**src/rtl/mdio_pkg.sv**
```systemverilog
package mdio_pkg;
  localparam int BUS_W    = 32;
  localparam int ADDR_W   = 2;
  localparam int DIV_W    = 6;
  localparam int PRE_LEN  = 32;
  localparam int DATA_W   = 16;

  localparam logic [ADDR_W-1:0] ADDR_FRAME = 2'd0;
  localparam logic [ADDR_W-1:0] ADDR_CTRL  = 2'd1;
  localparam logic [ADDR_W-1:0] ADDR_STAT  = 2'd2;

  typedef enum logic [1:0] {
    ST_IDLE  = 2'd0,
    ST_PRE   = 2'd1,
    ST_FRAME = 2'd2
  } seq_st_e;
endpackage

```
**src/rtl/mdio_clk_div.sv**
```systemverilog
module mdio_clk_div #(
  parameter int DIV_W = 6
) (
  input  logic             clk_i,
  input  logic             rst_ni,
  input  logic [DIV_W-1:0] div_i,
  output logic             mdc_o,
  output logic             rise_o,
  output logic             fall_o
);
  localparam int CNT_W = DIV_W + 1;

  logic [CNT_W-1:0] cnt_q;
  logic [CNT_W-1:0] half_m1;
  logic             mdc_q;
  logic             run;
  logic             wrap;

  assign run     = |div_i;
  assign half_m1 = {div_i, 1'b0} - CNT_W'(1);
  assign wrap    = run && (cnt_q >= half_m1);

  always_ff @(posedge clk_i or negedge rst_ni) begin
    if (!rst_ni) begin
      cnt_q <= '0;
      mdc_q <= 1'b0;
    end else if (!run) begin
      cnt_q <= '0;
      mdc_q <= 1'b0;
    end else if (wrap) begin
      cnt_q <= '0;
      mdc_q <= ~mdc_q;
    end else begin
      cnt_q <= cnt_q + CNT_W'(1);
    end
  end

  // strobes mark the edge at which mdc toggles
  assign rise_o = wrap && !mdc_q;
  assign fall_o = wrap && mdc_q;
  assign mdc_o  = mdc_q;
endmodule

```
**src/rtl/mdio_seq.sv**
```systemverilog
module mdio_seq
  import mdio_pkg::*;
#(
  parameter int FRAME_W = 32,
  parameter int PRE_W   = 32,
  parameter int DAT_W   = 16
) (
  input  logic               clk_i,
  input  logic               rst_ni,
  input  logic               load_i,
  input  logic [FRAME_W-1:0] load_data_i,
  input  logic               dis_pre_i,
  input  logic               rise_i,
  input  logic               fall_i,
  input  logic               mdio_i,
  output logic [FRAME_W-1:0] frame_o,
  output logic               mdio_o,
  output logic               mdio_oe_o,
  output logic               done_o
);
  localparam int MAXC   = (PRE_W > FRAME_W) ? PRE_W : FRAME_W;
  localparam int CW     = $clog2(MAXC + 1);
  localparam int TA_IDX = FRAME_W - DAT_W - 2;  // slots before turnaround
  localparam int SMP_LO = FRAME_W - DAT_W + 1;  // first data slot number
  localparam int OP_HI  = FRAME_W - 3;

  seq_st_e            st_q;
  logic [CW-1:0]      cnt_q;
  logic [FRAME_W-1:0] sr_q;
  logic               rd_q;
  logic               out_q;
  logic               oe_q;
  logic               done_q;
  logic               load_rd;

  assign load_rd = (load_data_i[OP_HI -: 2] == 2'b10);

  always_ff @(posedge clk_i or negedge rst_ni) begin
    if (!rst_ni) begin
      st_q   <= ST_IDLE;
      cnt_q  <= '0;
      sr_q   <= '0;
      rd_q   <= 1'b0;
      out_q  <= 1'b1;
      oe_q   <= 1'b0;
      done_q <= 1'b0;
    end else begin
      done_q <= 1'b0;
      if (load_i && st_q == ST_IDLE) begin
        sr_q  <= load_data_i;
        rd_q  <= load_rd;
        cnt_q <= '0;
        st_q  <= dis_pre_i ? ST_FRAME : ST_PRE;
      end else begin
        if (load_i) sr_q <= load_data_i;  // mid-frame write replaces contents
        if (fall_i) begin
          unique case (st_q)
            ST_PRE: begin
              out_q <= 1'b1;
              oe_q  <= 1'b1;
              if (cnt_q == CW'(PRE_W - 1)) begin
                cnt_q <= '0;
                st_q  <= ST_FRAME;
              end else begin
                cnt_q <= cnt_q + CW'(1);
              end
            end
            ST_FRAME: begin
              if (cnt_q == CW'(FRAME_W)) begin
                st_q   <= ST_IDLE;
                oe_q   <= 1'b0;
                out_q  <= 1'b1;
                done_q <= 1'b1;
                cnt_q  <= '0;
              end else begin
                out_q <= sr_q[FRAME_W-1];
                oe_q  <= !(rd_q && cnt_q >= CW'(TA_IDX));
                cnt_q <= cnt_q + CW'(1);
                if (!load_i) sr_q <= {sr_q[FRAME_W-2:0], sr_q[FRAME_W-1]};
              end
            end
            default: ;
          endcase
        end else if (rise_i && !load_i && st_q == ST_FRAME && rd_q &&
                     cnt_q >= CW'(SMP_LO)) begin
          sr_q[0] <= mdio_i;  // PHY bit lands where its slot rotated to
        end
      end
    end
  end

  assign frame_o   = sr_q;
  assign mdio_o    = out_q;
  assign mdio_oe_o = oe_q;
  assign done_o    = done_q;
endmodule

```
**src/rtl/mdio_regs.sv**
```systemverilog
module mdio_regs
  import mdio_pkg::*;
#(
  parameter int AW    = 2,
  parameter int DW    = 32,
  parameter int DIV_W = 6
) (
  input  logic             clk_i,
  input  logic             rst_ni,
  input  logic             we_i,
  input  logic [AW-1:0]    addr_i,
  input  logic [DW-1:0]    wdata_i,
  input  logic [DW-1:0]    frame_i,
  input  logic             done_i,
  output logic [DW-1:0]    rdata_o,
  output logic [DIV_W-1:0] div_o,
  output logic             dis_pre_o,
  output logic             irq_o,
  output logic             frame_load_o
);
  localparam int PRE_BIT = DIV_W + 1;

  logic [DIV_W-1:0] div_q;
  logic             dis_pre_q;
  logic             irq_q;
  logic             wr_ctrl;
  logic             wr_stat;

  assign wr_ctrl      = we_i && (addr_i == AW'(ADDR_CTRL));
  assign wr_stat      = we_i && (addr_i == AW'(ADDR_STAT));
  assign frame_load_o = we_i && (addr_i == AW'(ADDR_FRAME));

  always_ff @(posedge clk_i or negedge rst_ni) begin
    if (!rst_ni) begin
      div_q     <= '0;
      dis_pre_q <= 1'b0;
      irq_q     <= 1'b0;
    end else begin
      if (wr_ctrl) begin
        div_q     <= wdata_i[DIV_W:1];
        dis_pre_q <= wdata_i[PRE_BIT];
      end
      if (done_i)                     irq_q <= 1'b1;
      else if (wr_stat && wdata_i[0]) irq_q <= 1'b0;
    end
  end

  always_comb begin
    rdata_o = '0;
    if (addr_i == AW'(ADDR_FRAME)) begin
      rdata_o = frame_i;
    end else if (addr_i == AW'(ADDR_CTRL)) begin
      rdata_o[DIV_W:1]  = div_q;
      rdata_o[PRE_BIT]  = dis_pre_q;
    end else if (addr_i == AW'(ADDR_STAT)) begin
      rdata_o[0] = irq_q;
    end
  end

  assign div_o     = div_q;
  assign dis_pre_o = dis_pre_q;
  assign irq_o     = irq_q;
endmodule

```
**src/rtl/mdio_frame_engine.sv**
```systemverilog
module mdio_frame_engine
  import mdio_pkg::*;
#(
  parameter int ADDR_WIDTH = ADDR_W,
  parameter int BUS_WIDTH  = BUS_W,
  parameter int DIV_WIDTH  = DIV_W,
  parameter int PRE_BITS   = PRE_LEN,
  parameter int DATA_BITS  = DATA_W
) (
  input  logic                  clk_i,
  input  logic                  rst_ni,
  input  logic                  bus_we_i,
  input  logic [ADDR_WIDTH-1:0] bus_addr_i,
  input  logic [BUS_WIDTH-1:0]  bus_wdata_i,
  output logic [BUS_WIDTH-1:0]  bus_rdata_o,
  output logic                  mdc_o,
  output logic                  mdio_o,
  output logic                  mdio_oe_o,
  input  logic                  mdio_i,
  output logic                  irq_o
);
  logic [DIV_WIDTH-1:0] ctrl_div;
  logic                 ctrl_dis_pre;
  logic                 frame_load;
  logic                 frame_done;
  logic                 mdc_rise;
  logic                 mdc_fall;
  logic [BUS_WIDTH-1:0] frame_word;

  mdio_regs #(
    .AW   (ADDR_WIDTH),
    .DW   (BUS_WIDTH),
    .DIV_W(DIV_WIDTH)
  ) u_regs (
    .clk_i       (clk_i),
    .rst_ni      (rst_ni),
    .we_i        (bus_we_i),
    .addr_i      (bus_addr_i),
    .wdata_i     (bus_wdata_i),
    .frame_i     (frame_word),
    .done_i      (frame_done),
    .rdata_o     (bus_rdata_o),
    .div_o       (ctrl_div),
    .dis_pre_o   (ctrl_dis_pre),
    .irq_o       (irq_o),
    .frame_load_o(frame_load)
  );

  mdio_clk_div #(
    .DIV_W(DIV_WIDTH)
  ) u_clk_div (
    .clk_i (clk_i),
    .rst_ni(rst_ni),
    .div_i (ctrl_div),
    .mdc_o (mdc_o),
    .rise_o(mdc_rise),
    .fall_o(mdc_fall)
  );

  mdio_seq #(
    .FRAME_W(BUS_WIDTH),
    .PRE_W  (PRE_BITS),
    .DAT_W  (DATA_BITS)
  ) u_seq (
    .clk_i      (clk_i),
    .rst_ni     (rst_ni),
    .load_i     (frame_load),
    .load_data_i(bus_wdata_i),
    .dis_pre_i  (ctrl_dis_pre),
    .rise_i     (mdc_rise),
    .fall_i     (mdc_fall),
    .mdio_i     (mdio_i),
    .frame_o    (frame_word),
    .mdio_o     (mdio_o),
    .mdio_oe_o  (mdio_oe_o),
    .done_o     (frame_done)
  );
endmodule

```
**config.mk**
```make
export PLATFORM = sky130hd
export DESIGN_NAME = mdio_frame_engine
export DESIGN_NICKNAME = d
export VERILOG_FILES = /design/src/rtl/mdio_pkg.sv /design/src/rtl/mdio_clk_div.sv /design/src/rtl/mdio_seq.sv /design/src/rtl/mdio_regs.sv /design/src/rtl/mdio_frame_engine.sv
export SDC_FILE = /design/constraint.sdc
export NUM_CORES = 1
export LEC_CHECK = 0
export BUFFER_PORTS_ARGS = -buffer_cell sky130_fd_sc_hd__clkbuf_2
export CAP_MARGIN = 5
export CORE_MARGIN = 2
export CORE_UTILIZATION = 30
export CTS_BUF_LIST = sky130_fd_sc_hd__clkbuf_8
export CTS_CLUSTER_DIAMETER = 60
export CTS_CLUSTER_SIZE = 28
export DETAILED_ROUTE_END_ITERATION = 6
export PLACE_DENSITY_LB_ADDON = 0.12
export SLEW_MARGIN = 0
export SYNTH_ARGS = -nofsm -noshare
export SYNTH_HDL_FRONTEND = slang
export SYNTH_HIERARCHICAL = 1
export SYNTH_SLANG_ARGS = --single-unit
```
**constraint.sdc**
```tcl
create_clock -name clk_i -period 4.3 [get_ports clk_i]
set_clock_uncertainty 0.2 [all_clocks]
set_input_delay 0 -clock clk_i [delete_from_list [all_inputs] [get_ports clk_i]]
set_output_delay 0 -clock clk_i [all_outputs]
set_load 0.02 [all_outputs]
```
# Word-level counts from Yosys, hierarchy flattened
# Cells that the tools add are included.
# word_totals
wordCells	94
register_bits	60
out_inout_bits	36
in_bits	38
# classes
magnitude_cmp	3
n_reduce_logical	26
mux	38
n_eq_ne	10
add_sub_neg	3
n_bitwise	2
# ops
op	count
$mux W32	5
$mux W31	1
$mux W24	1
$mux W6	4
$mux W7	3
$mux W1	14
$logic_and A1 B1 Y1	13
$pmux W6 S2	1
$mux W2	5
$mux W8	1
$add A7 B1 Y7 const B	1
$ge A7 B7 Y1	1
$sub A7 B1 Y7 const B	1
$add A6 B1 Y6 const B	1
$eq A2 B2 Y1 const B	3
$eq A6 B5 Y1 const B	1
$eq A6 B6 Y1 const B	1
$ge A6 B4 Y1 const B	1
$ge A6 B5 Y1 const B	1
$ne A3 B1 Y1 const B	2
$reduce_bool A2 Y1	3
$reduce_or A6 Y1	1
$eq A2 B1 Y1 const B	2
$logic_not A2 Y1	2
9 further kinds	13

# Longest topological paths before layout
# Gate-level depths: netlist of the first run.
# logic_depth
word_depth	11
depth_mapped	14
mapped_depth_nobuf	13

# Modules after synthesis
# Netlist of the first run, hierarchy kept.
# modules_own_cells
module	instances	area_each_um2	seq_area_each_um2	cells_each
mdio_seq	1	2361.0	1102.3	265
mdio_regs	1	636.9	200.2	64
mdio_clk_div	1	563.0	200.2	62

# Worst setup path after synthesis of the first run
# OpenSTA, ideal clock, no wires.
# synth_path
kind	register to register
startpoint	reg u_regs.div_q[2] (netlist: u_regs/div_o[2])
endpoint	reg u_seq.cnt_q[5]
setup_ns	0.134
required_ns	3.966
path_buffers	0
path_stages_with_launch	13
setup_slack_ns	1.294
period_less_slack_ns	3.006
arrival_time_ns	2.672
path_cell_list	dfrtp_1 nor3_1 nand3_1 xor2_1 ha_1 nand2_1 nor4_1 or2_2 and3_1 o21ai_2 a2111oi_4 xnor2_1 nor3_2
# synth_between
elab_chain_len	6
elab_cells_between_ends	7
classes_between	1 x add/sub; 1 x order compare; 5 x reduce/logical
# synth_rtl
element	line	source
start, declared	mdio_regs.sv:23	logic [DIV_W-1:0] div_q;
start signal, assigned	mdio_regs.sv:40	div_q <= wdata_i[DIV_W:1];
$sub A7 B1 Y7	mdio_clk_div.sv:20	assign half_m1 = {div_i, 1'b0} - CNT_W'(1);
$ge A7 B7 Y1	mdio_clk_div.sv:21	assign wrap = run && (cnt_q >= half_m1);
$logic_and A1 B1 Y1 *	mdio_clk_div.sv:21	
$logic_and A1 B1 Y1 *	mdio_clk_div.sv:40	assign fall_o = wrap && mdc_q;
named net mdc_fall	mdio_frame_engine.sv:27	logic mdc_fall;
$reduce_bool A2 Y1 (no source line) *	-	
$reduce_and A2 Y1 (no source line) *	-	
end signal, assigned	mdio_seq.sv:65	cnt_q <= cnt_q + CW'(1);
end signal, assigned	mdio_seq.sv:78	cnt_q <= cnt_q + CW'(1);
end, declared	mdio_seq.sv:28	logic [CW-1:0] cnt_q;
# The timed path passes the listed nets; every way through them passes the cells marked *.
# A chain may end at the register's enable or synchronous reset.

# Worst setup path in the final report of the first run
# layout_path
startpoint	reg u_regs.div_q[0] (netlist: u_regs/div_o[0])
endpoint	reg u_seq.sr_q[0] (netlist: u_seq/frame_o[0])
# layout_between
elab_chain_len	11
elab_cells_between_ends	13
classes_between	1 x add/sub; 1 x order compare; 3 x mux; 8 x reduce/logical
# layout_rtl
element	line	source
$sub A7 B1 Y7	mdio_clk_div.sv:20	
$ge A7 B7 Y1	mdio_clk_div.sv:21	
$logic_and A1 B1 Y1 *	mdio_clk_div.sv:21	
$logic_and A1 B1 Y1 *	mdio_clk_div.sv:39	assign rise_o = wrap && !mdc_q;
named net mdc_rise	mdio_frame_engine.sv:26	logic mdc_rise;
$logic_and A1 B1 Y1 * (4 in a row)	mdio_seq.sv:84	end else if (rise_i && !load_i && st_q == ST_FRAME && rd_q &&
$mux W1 *	mdio_seq.sv:84	
$mux W1 *	mdio_seq.sv:56	if (fall_i) begin
$mux W32 *	mdio_seq.sv:49	if (load_i && st_q == ST_IDLE) begin
end signal, assigned	mdio_seq.sv:50	sr_q <= load_data_i;
end signal, assigned	mdio_seq.sv:55	if (load_i) sr_q <= load_data_i;
end signal, assigned	mdio_seq.sv:86	sr_q[0] <= mdio_i;
end, declared	mdio_seq.sv:29	logic [FRAME_W-1:0] sr_q;
# Marks and branches as above.

==> flow_summary_export.csv, run 1 <==
group,metric,value,unit
status,outcome,"complete, but fails checks",
status,violations,"design-rule violations",
timing,setup_tns,0,ps
timing,holdWs,153,ps
cts,clk-insertion-delay-late,340,ps
global_routing,grt_pass1_vias,3113,
final_layout,final_nets,556,
global_routing,grt_max_degree,61,
cts,clockBufferDepth,2,
timing,period_minus_slack,4020,ps
final_layout,diodes,0,
timing,hold_viol,0,
floorplan,ios,74,
floorplan,die_y,113,um
cts,cts_tree,"built",
route,drc_errors,4,
synth,yosysWarnings,6,
route,wl_per_cell,14.2,um
worst_setup_path,critPathLaunchType,"register",
synth,synthArstFlopShare,100,%
synth,synth_area,3560,um^2
cts,clk_pin_slew,70,ps
synth,syn_avg_cell_area,9.11,um^2
final_layout,fill_cells,1155,
route,initialDrtViolationCount,140,
route,routed_via_density,4.76,
synth,ys_seq_area_share,42.2,%
synth,synth_top_family_by_area,"simple AND/OR/NAND/NOR gates",
hold_path,hold_class,"primary input to async pin",
worst_setup_path,cp_max_fo,5,
synth,ys_seq_elements,60,
cts,post_cts_buffers,0,
timing,clock.fmax,0.248,GHz
worst_setup_path,arrival,4060,ps
final_layout,area_delta_synth_final,33.7,%
floorplan,die_area,12800,um^2
worst_setup_path,max_stage_delay,570,ps
synth,synthXorXnorAreaFrac,3.20,%
timing,slew_headroom,33.1,%
global_routing,grt_pass1_wl,15.2,mm
cts,htreeDepth,3,
worst_setup_path,rrSetupSlack,280,ps
global_routing,grt_use_met2,24.4,%
global_routing,busiest_layer,"met2",
synth,synth.area.mux_share,5.90,%
power_and_ir_drop,total_leakage_power,2.22,nW
global_routing,use_met1,19.9,%
synth,yosysUniqueCellTypes,44,
synth,synth_top_area_share,41.5,%
route,wl,9.25,mm
power_and_ir_drop,ir_drop,0.185,mV
timing,tightest_slew,1000,ps
cts,root_buffer,"clkbuf_8",
synth,ys_top_cells_by_count,"68 x a21oi_1, 59 x dfrtp_1, 43 x nand2_1",
placed_design,place.gp.congestion,0.754,
synth,synth_edf_count,0,
worst_setup_path,critPathKind,"register to register",
route,vias,3098,
placed_design,hpwlAfterDp,6.24,mm
timing,slew_viol_final,0,
job,drv_cap,0,
worst_setup_path,cp-end-kind,"register",
synth,synth_nets,444,
timing,fin_crit_sh,93.6,%
final_layout,final_area,4760,um^2
floorplan,core,11500,um^2
global_routing,antenna_found_initial,0,
global_routing,grtUsageMet3,3.54,%
synth,yosys.area_share.simple,25.1,%
synth,synth-compound-area-share,14.4,%
synth,synth.top_cells.by_area,"dfrtp_1 41%, a21oi_1 9.6%, nor2b_1 5.6%, and2_2 5.3%, ha_1 5.3%",
final_layout,drive_above_1_share,27.4,%
worst_setup_path,path_cells,"inv_1 > ha_1 > nand2_1 > xor2_1 > ha_1 > nand2_1 > nor4_4 > o21ai_1 > nor2_1 > nand4b_1 > a211oi_2 > mux2i_1 > dlygate4sd3_1 > mux2i_1 > dlygate4sd3_1",
final_layout,utilization,41.3,%
route,antenna_left,0,
worst_setup_path,worstPathRequired,4330,ps
floorplan,fp.dieW,113,um
floorplan,fp-row-count,39,
cts,clock-sinks,60,
synth,synth_top_cell_by_area,"dfrtp_1",
placed_design,placed_area,4040,um^2
synth,synth-adder-area-share,5.27,%
floorplan,initial_core_util,30.9,%
worst_setup_path,critPathSlowestCell,"dlygate4sd3_1",
placed_design,numPortBuffers,73,
timing,setup_violations,0,
global_routing,grt-ovfl-total,0,
cts,cts_buffers,9,
power_and_ir_drop,power_density,525,nW/um^2
synth,synth_ff_type,"dfrtp_1",
global_routing,grt_usage,15.0,%
route,drt_first_pass_iters,6,
synth,yosysMostFrequentCell,"a21oi_1",
synth,synthCells,391,
worst max-delay path, delay by kind of cell, from the launching register on:
family	cells	cell delay, ps
buf+inv	3	1240
simple gates	5	710
fa+ha+maj	2	490
flops	1	450
compound gates	2	420
mux	2	280
xor+xnor	1	140
metrics by stage:
step                power, mW  cells  setup slack (ps)
floorplan                1.55    391              1290
global placement         1.79    590               721
detailed placement       1.80    590               709
CTS                      2.51    651               128
global route             2.70    651             -48.1
finish                   2.50    651               275
final timing paths:
kind | from | end | cells after the start
hold / removal | rst_ni | u_seq/cnt_q[5] | 3
setup reg to reg | u_regs/div_o[0] | u_seq/frame_o[0] | 15
min in group clk_i | bus_addr_i[0] | u_regs/div_o[0] | 3
max in group asynchronous | rst_ni | u_regs/irq_o | 3
hold reg to reg | u_seq/done_o | u_regs/irq_o | 1
setup / recovery | u_regs/div_o[0] | u_seq/frame_o[0] | 15
layer usage:
metal	up-vias	routed length (um)
li1	1551	-
met1	1471	4470
met2	67	4270
met3	9	410
met4	0	103
met5	-	0
power by group:
part           internal [mW]  switching [mW]
logic                  0.389           0.475
registers              0.785           0.208
clock network          0.414           0.227
layout make-up:
type / instances / area [um^2] / share of cell area (%)
multi-input cells: 300 / 1950 / 40.9
flip-flops and latches: 60 / 1500 / 31.6
repair buffers: 122 / 846 / 17.8
well taps: 143 / 179 / 3.76
clock buffers: 11 / 151 / 3.18
clock inverters: 5 / 98.8 / 2.08
inverters: 10 / 37.5 / 0.788
logic make-up (layout without fill, tap and decap cells):
logic type	after synthesis	after routing
compound gates	90	90
xor+xnor	13	13
fa+ha+maj	15	15
buf+inv	31	148
flops	60	60
mux	20	20
simple gates	162	162
flip-flops by register name (all words and copies together), names as in the netlist:
name              cells
u_seq/cnt_q           6
u_seq/frame_o        32
u_clk_div/mdc_o       1
u_seq/done_o          1
u_regs/dis_pre_o      1
u_seq/mdio_o          1
u_regs/irq_o          1
u_seq/mdio_oe_o       1
u_clk_div/cnt_q       7
u_seq/st_q            2
u_seq/rd_q            1
u_regs/div_o          6
cells in the final DEF (no fill, tap or decap), types with 3 or more instances in the layout:
master / instances
a21oi_1: 67
and2_2: 25
and3_1: 3
buf_4: 4
bufinv_16: 3
clkbuf_2: 73
clkbuf_8: 11
dfrtp_1: 59
dlygate4sd3_1: 45
ha_1: 15
inv_1: 11
mux2_2: 8
mux2i_1: 12
nand2_1: 43
nand3_1: 10
nand3b_1: 4
nor2_1: 23
nor2b_1: 32
nor3_1: 5
o21ai_0: 5
o22ai_1: 3
xnor2_1: 7
xor2_1: 6
repair_timing:
| item | CTS | global route |
|---|---|---|
| setup endpoints to repair | 0 | 1 |
| hold endpoints to repair | 100 | 0 |
| resized for setup | 0 | 6 |
| hold buffers | 45 | 0 |
No activity file was read; power rests on OpenSTA's default activity.
==> run 2, diff against run 1 <==
--- a/config.mk
+++ b/config.mk
@@ -5,7 +5,6 @@
 export SDC_FILE = /design/constraint.sdc
 export NUM_CORES = 1
 export LEC_CHECK = 0
-export BUFFER_PORTS_ARGS = -buffer_cell sky130_fd_sc_hd__clkbuf_2
 export CAP_MARGIN = 5
 export CORE_MARGIN = 2
 export CORE_UTILIZATION = 30
@@ -13,6 +12,7 @@
 export CTS_CLUSTER_DIAMETER = 60
 export CTS_CLUSTER_SIZE = 28
 export DETAILED_ROUTE_END_ITERATION = 6
+export DONT_BUFFER_PORTS = 1
 export PLACE_DENSITY_LB_ADDON = 0.12
 export SLEW_MARGIN = 0
 export SYNTH_ARGS = -nofsm -noshare
==> flow_summary_export.csv, run 2 (synthesized netlist as in run 1, its figures left out) <==
group,metric,value,unit
status,outcome,"complete, but fails checks",
status,violations,"design-rule violations",
floorplan,initial_core_util,30.9,%
final_layout,diodes,0,
route,initialDrtViolationCount,148,
cts,cts_buffers,9,
floorplan,die_y,113,um
final_layout,final_area,4440,um^2
global_routing,grt_pass1_vias,2970,
worst_setup_path,r2r_cells,14,
route,antenna_left,0,
placed_design,placed_area,3660,um^2
hold_path,hold_class,"primary input to output port",
timing,clock.fmax,0.252,GHz
route,routed_via_density,4.97,
cts,cts_tree,"built",
timing,setup_violations,0,
final_layout,final_nets,491,
cts,post_cts_buffers,0,
cts,htreeDepth,3,
timing,hold_viol,0,
power_and_ir_drop,total_leakage_power,1.92,nW
route,wl_per_cell,16.0,um
cts,clk-insertion-delay-late,330,ps
timing,fin_ws,330,ps
route,drt_first_pass_iters,6,
worst_setup_path,r2r_end,"u_seq/frame_o[28]",
worst_setup_path,rrSetupSlack,330,ps
final_layout,largest_reg_flops,32,
timing,setup_tns,0,ps
floorplan,fp.dieW,113,um
timing,rsz0062_at_grt,"false",
floorplan,ios,74,
timing,slew_headroom,58.1,%
global_routing,grt_pass1_wl,15.5,mm
worst_setup_path,cp_max_fo,31,
global_routing,grt_max_degree,59,
worst_setup_path,critPathLaunchType,"register",
cts,clockBufferDepth,2,
worst_setup_path,r2r_start,"u_regs/div_o[2]",
global_routing,grt_usage,15.2,%
worst_setup_path,critPathKind,"register to register",
worst_setup_path,cp-end-kind,"register",
floorplan,die_area,12800,um^2
timing,slew_viol_final,0,
placed_design,hpwlAfterDp,6.29,mm
worst_setup_path,worstPathRequired,4360,ps
timing,tightest_slew,629,ps
timing,period_minus_slack,3970,ps
placed_design,pre_cts_ws,608,ps
power_and_ir_drop,power_density,535,nW/um^2
final_layout,drive_above_1_share,14.3,%
placed_design,place.gp.congestion,0.743,
cts,root_buffer,"clkbuf_8",
hold_path,min-delay-start,"bus_addr_i[0]",
route,wl,9.36,mm
job,drv_cap,0,
hold_path,hold_path_end,"bus_rdata_o[5]",
global_routing,grt-ovfl-total,0,
route,vias,2909,
worst_setup_path,arrival,4030,ps
floorplan,core,11500,um^2
hold_path,holdPathStages,2,
timing,fin_crit_sh,92.3,%
final_layout,final_cell_mix,"67 x a21oi_1, 59 x dfrtp_1, 53 x dlygate4sd3_1, 43 x nand2_1, 32 x nor2b_1",
global_routing,antenna_found_initial,0,
cts,clk_pin_slew,70,ps
final_layout,area_delta_synth_final,24.6,%
power_and_ir_drop,ir_drop,0.236,mV
route,drc_errors,4,
placed_design,numPortBuffers,0,
floorplan,fp-row-count,39,
cts,clock-sinks,60,
final_layout,layout_commonest_cell,"a21oi_1",
[run 2: worst max path at each step]
stage	slack (ps)	to	startpoint	cells after the start
after floorplan	1290	u_seq/cnt_q[5]	u_regs/div_o[2]	12
after global placement	680	u_seq/frame_o[23]	u_regs/div_o[2]	12
after detailed placement	610	u_seq/frame_o[17]	u_regs/div_o[2]	12
after CTS	70	u_seq/frame_o[30]	u_regs/div_o[2]	13
after global routing	60	u_seq/frame_o[26]	u_regs/div_o[2]	14
final	330	u_seq/frame_o[28]	u_regs/div_o[2]	14
[run 2: per-stage QoR]
stage | instances | utilization (%) | hold slack [ps] | power (mW)
6_report | 585 | 38.5 | 52.0 | 2.37
5_1_grt | 585 | 38.5 | 80.6 | 2.57
4_1_cts | 585 | 38.5 | 48.7 | 2.40
3_5_place_dp | 516 | 31.8 | -493 | 1.72
3_3_place_gp | 516 | 31.8 | -493 | 1.71
2_1_floorplan | 391 | - | -496 | 1.55
[run 2: repair_timing]
item | in CTS | in global routing
endpoints found under the setup margin | 0 | 5
hold buffers | 54 | 0
endpoints found under the hold margin | 109 | 0
gates resized for setup | 0 | 1
[run 2: where the power goes]
| group | switching (mW) | internal [mW] | total [mW] |
|---|---|---|---|
| registers | 0.229 | 0.785 | 1.01 |
| clock network | 0.229 | 0.337 | 0.566 |
| logic | 0.429 | 0.365 | 0.793 |
| total | 0.887 | 1.49 | 2.37 |
[run 2: layer usage]
metal / track usage, % / share of wire, % / wire [um] / up-vias
li1: - / - / - / 1428
met1: 21.4 / 49 / 4550 / 1418
met2: 23.8 / 46 / 4320 / 61
met3: 3.91 / 4.9 / 459 / 2
met4: 3.09 / 0.36 / 34 / 0
met5: 0 / 0 / 0 / -
[run 2: area by class of cell]
type / instances / area [um^2]
fill: 1170 / 7080
multi-input combinational: 300 / 1920
sequential: 60 / 1500
timing repair buffer: 57 / 581
tap: 143 / 179
clock buffer: 10 / 138
clock inverter: 5 / 77.6
inverter: 10 / 37.5
[run 2: worst max-delay path, stage by stage, from the launching register on]
cell,delay (ps)
dfrtp_1,440
nor3_1,280
nand3_1,130
xor2_1,160
ha_1,300
nand2_1,60
nor4_1,360
or2_2,200
and3_1,330
nand2_1,140
a21oi_2,130
buf_4,330
a21oi_1,120
a21oi_1,150
dlygate4sd3_1,560
==> run 3, diff against run 2 <==
--- a/config.mk
+++ b/config.mk
@@ -6,6 +6,8 @@
 export NUM_CORES = 1
 export LEC_CHECK = 0
 export CAP_MARGIN = 5
+export CELL_PAD_IN_SITES_DETAIL_PLACEMENT = 2
+export CELL_PAD_IN_SITES_GLOBAL_PLACEMENT = 2
 export CORE_MARGIN = 2
 export CORE_UTILIZATION = 30
 export CTS_BUF_LIST = sky130_fd_sc_hd__clkbuf_8
@@ -13,6 +15,8 @@
 export CTS_CLUSTER_SIZE = 28
 export DETAILED_ROUTE_END_ITERATION = 6
 export DONT_BUFFER_PORTS = 1
+export GPL_TIMING_DRIVEN = 0
+export HOLD_SLACK_MARGIN = 0.05
 export PLACE_DENSITY_LB_ADDON = 0.12
 export SLEW_MARGIN = 0
 export SYNTH_ARGS = -nofsm -noshare
==> flow_summary_export.csv, run 3 (synthesized netlist as in run 1, its figures left out) <==
group,metric,value,unit
job,drv_cap,0,
status,outcome,"complete, but fails checks",
worst_setup_path,arrival,3810,ps
cts,clk_pin_slew,70,ps
placed_design,place.gp.congestion,0.745,
route,antenna_left,0,
floorplan,initial_core_util,30.9,%
global_routing,grt_pass1_vias,3407,
floorplan,ios,74,
timing,period_minus_slack,3780,ps
worst_setup_path,critPathLaunchType,"register",
timing,setup_tns,0,ps
placed_design,hpwlAfterDp,7.55,mm
power_and_ir_drop,p_total,2.41,mW
timing,rsz0062_at_grt,"false",
final_layout,final_nets,501,
floorplan,die_y,113,um
global_routing,antenna_found_initial,0,
timing,hold_viol,0,
worst_setup_path,cp-end-kind,"register",
final_layout,largest_reg_flops,32,
cts,post_cts_buffers,0,
route,wl_per_cell,18.4,um
status,violations,"design-rule violations",
route,drt_first_pass_iters,6,
global_routing,grt_pass1_wl,18.2,mm
timing,slew_headroom,60.7,%
timing,tightest_slew,588,ps
worst_setup_path,path_cells,"nor3_1 > nand3_1 > xor2_1 > ha_1 > nand2_1 > nor4_1 > o21ai_0 > nor2_1 > nand4b_1 > a211oi_1 > mux2i_1 > dlygate4sd3_1 > mux2i_1",
timing,clock.fmax,0.264,GHz
floorplan,die_area,12800,um^2
route,wl,11.0,mm
power_and_ir_drop,ir_drop,0.188,mV
timing,setup_violations,0,
global_routing,grt_usage,18.3,%
final_layout,final_cell_mix,"68 x a21oi_1, 59 x dfrtp_1, 44 x dlygate4sd3_1, 43 x nand2_1, 32 x nor2b_1",
route,initialDrtViolationCount,104,
worst_setup_path,critPathKind,"register to register",
final_layout,drive_above_1_share,15.5,%
cts,post_cts_resized,0,
global_routing,grt_use_met2,29.3,%
cts,root_buffer,"clkbuf_8",
floorplan,fp-row-count,39,
placed_design,pre_cts_ws,643,ps
cts,clockBufferDepth,2,
hold_path,hold_class,"primary input to async pin",
placed_design,placed_area,3740,um^2
floorplan,core,11500,um^2
worst_setup_path,path_buf_inv,1,
cts,cts_tree,"built",
cts,clk-insertion-delay-late,360,ps
final_layout,utilization,38.7,%
timing,fin_crit_sh,87.9,%
global_routing,busiest_layer,"met2",
timing,fin_ws,519,ps
cts,cts_buffers,9,
worst_setup_path,crit_top_cell,"mux2i_1",
timing,slew_viol_final,0,
final_layout,layout_commonest_cell,"a21oi_1",
worst_setup_path,worstPathRequired,4330,ps
worst_setup_path,r2r_end,"u_seq/frame_o[0]",
cts,cts_hold_buf,46,
worst_setup_path,critPathSlowestCell,"dlygate4sd3_1",
route,vias,3019,
global_routing,use_met1,24.5,%
worst_setup_path,cp_max_fo,6,
worst_setup_path,r2r_cells,13,
route,routed_via_density,5.06,
cts,clock-sinks,60,
final_layout,final_area,4460,um^2
global_routing,grt_max_degree,60,
route,drc_errors,10,
cts,htreeDepth,3,
worst_setup_path,crit_family,"simple AND/OR/NAND/NOR gates",
power_and_ir_drop,total_leakage_power,1.95,nW
power_and_ir_drop,power_density,540,nW/um^2
global_routing,grt-ovfl-total,0,
final_layout,area_delta_synth_final,25.1,%
global_routing,grtUsageMet3,3.91,%
placed_design,numPortBuffers,0,
floorplan,fp.dieW,113,um
worst_setup_path,max_stage_delay,560,ps
worst_setup_path,r2r_start,"u_regs/div_o[2]",
worst_setup_path,rrSetupSlack,520,ps
final_layout,fill_cells,1305,
-- run 3: cell count changes in the layout (fill, tap and decap cells not counted), moves of 2 or more --
cell and change:
clkbuf_1 +8, buf_4 -2, dlygate4sd3_1 -9, buf_1 +2, buf_2 +9
-- run 3: per-layer routing --
layer / share of wire (%) / vias to the layer above
li1: - / 1445
met4: 1.5 / 0
met5: 0 / -
met3: 3.8 / 13
met1: 48 / 1501
met2: 46 / 60
-- run 3: layout make-up --
| class | count | area, um^2 | area share (%) |
|---|---|---|---|
| antenna | 1 | 2.50 | 0.0562 |
| inverter | 10 | 37.5 | 0.842 |
| timing repair buffer | 46 | 495 | 11.1 |
| buffer | 21 | 104 | 2.33 |
| multi-input combinational | 300 | 1920 | 43.0 |
| tap | 143 | 179 | 4.02 |
| clock buffer | 10 | 138 | 3.09 |
| clock inverter | 6 | 80.1 | 1.80 |
| sequential | 60 | 1500 | 33.7 |
-- run 3: report_power, final --
part	internal, mW	switching (mW)	leakage, nW
Combinational	0.352	0.461	1.14
Clock	0.337	0.248	0.115
Sequential	0.785	0.223	0.687
-- run 3: how the worst max path moves through the flow --
| stage | depth (start not counted) | from | to | slack [ps] |
|---|---|---|---|---|
| final | 13 | u_regs/div_o[2] | u_seq/frame_o[0] | 520 |
| after global routing | 13 | u_regs/div_o[2] | u_seq/frame_o[0] | 180 |
| after CTS | 13 | u_regs/div_o[2] | u_seq/frame_o[0] | 550 |
| after detailed placement | 13 | u_regs/div_o[2] | u_seq/frame_o[23] | 640 |
| after global placement | 13 | u_regs/div_o[2] | u_seq/frame_o[21] | 740 |
| after floorplan | 12 | u_regs/div_o[2] | u_seq/cnt_q[5] | 1290 |
-- run 3: metrics by stage --
step / hold slack (ps) / cells
2_1_floorplan: -496 / 391
3_3_place_gp: -493 / 534
3_5_place_dp: -493 / 534
4_1_cts: 69.0 / 596
5_1_grt: 73.2 / 596
6_report: 74.6 / 597
-- run 3: worst reg2reg max path, cell delays in order, from the launching register on --
cell and delay, ps:
dfrtp_1 450, nor3_1 320, nand3_1 160, xor2_1 170
ha_1 290, nand2_1 70, nor4_1 380, o21ai_0 200
nor2_1 170, nand4b_1 110, a211oi_1 290, mux2i_1 210
dlygate4sd3_1 560, mux2i_1 70
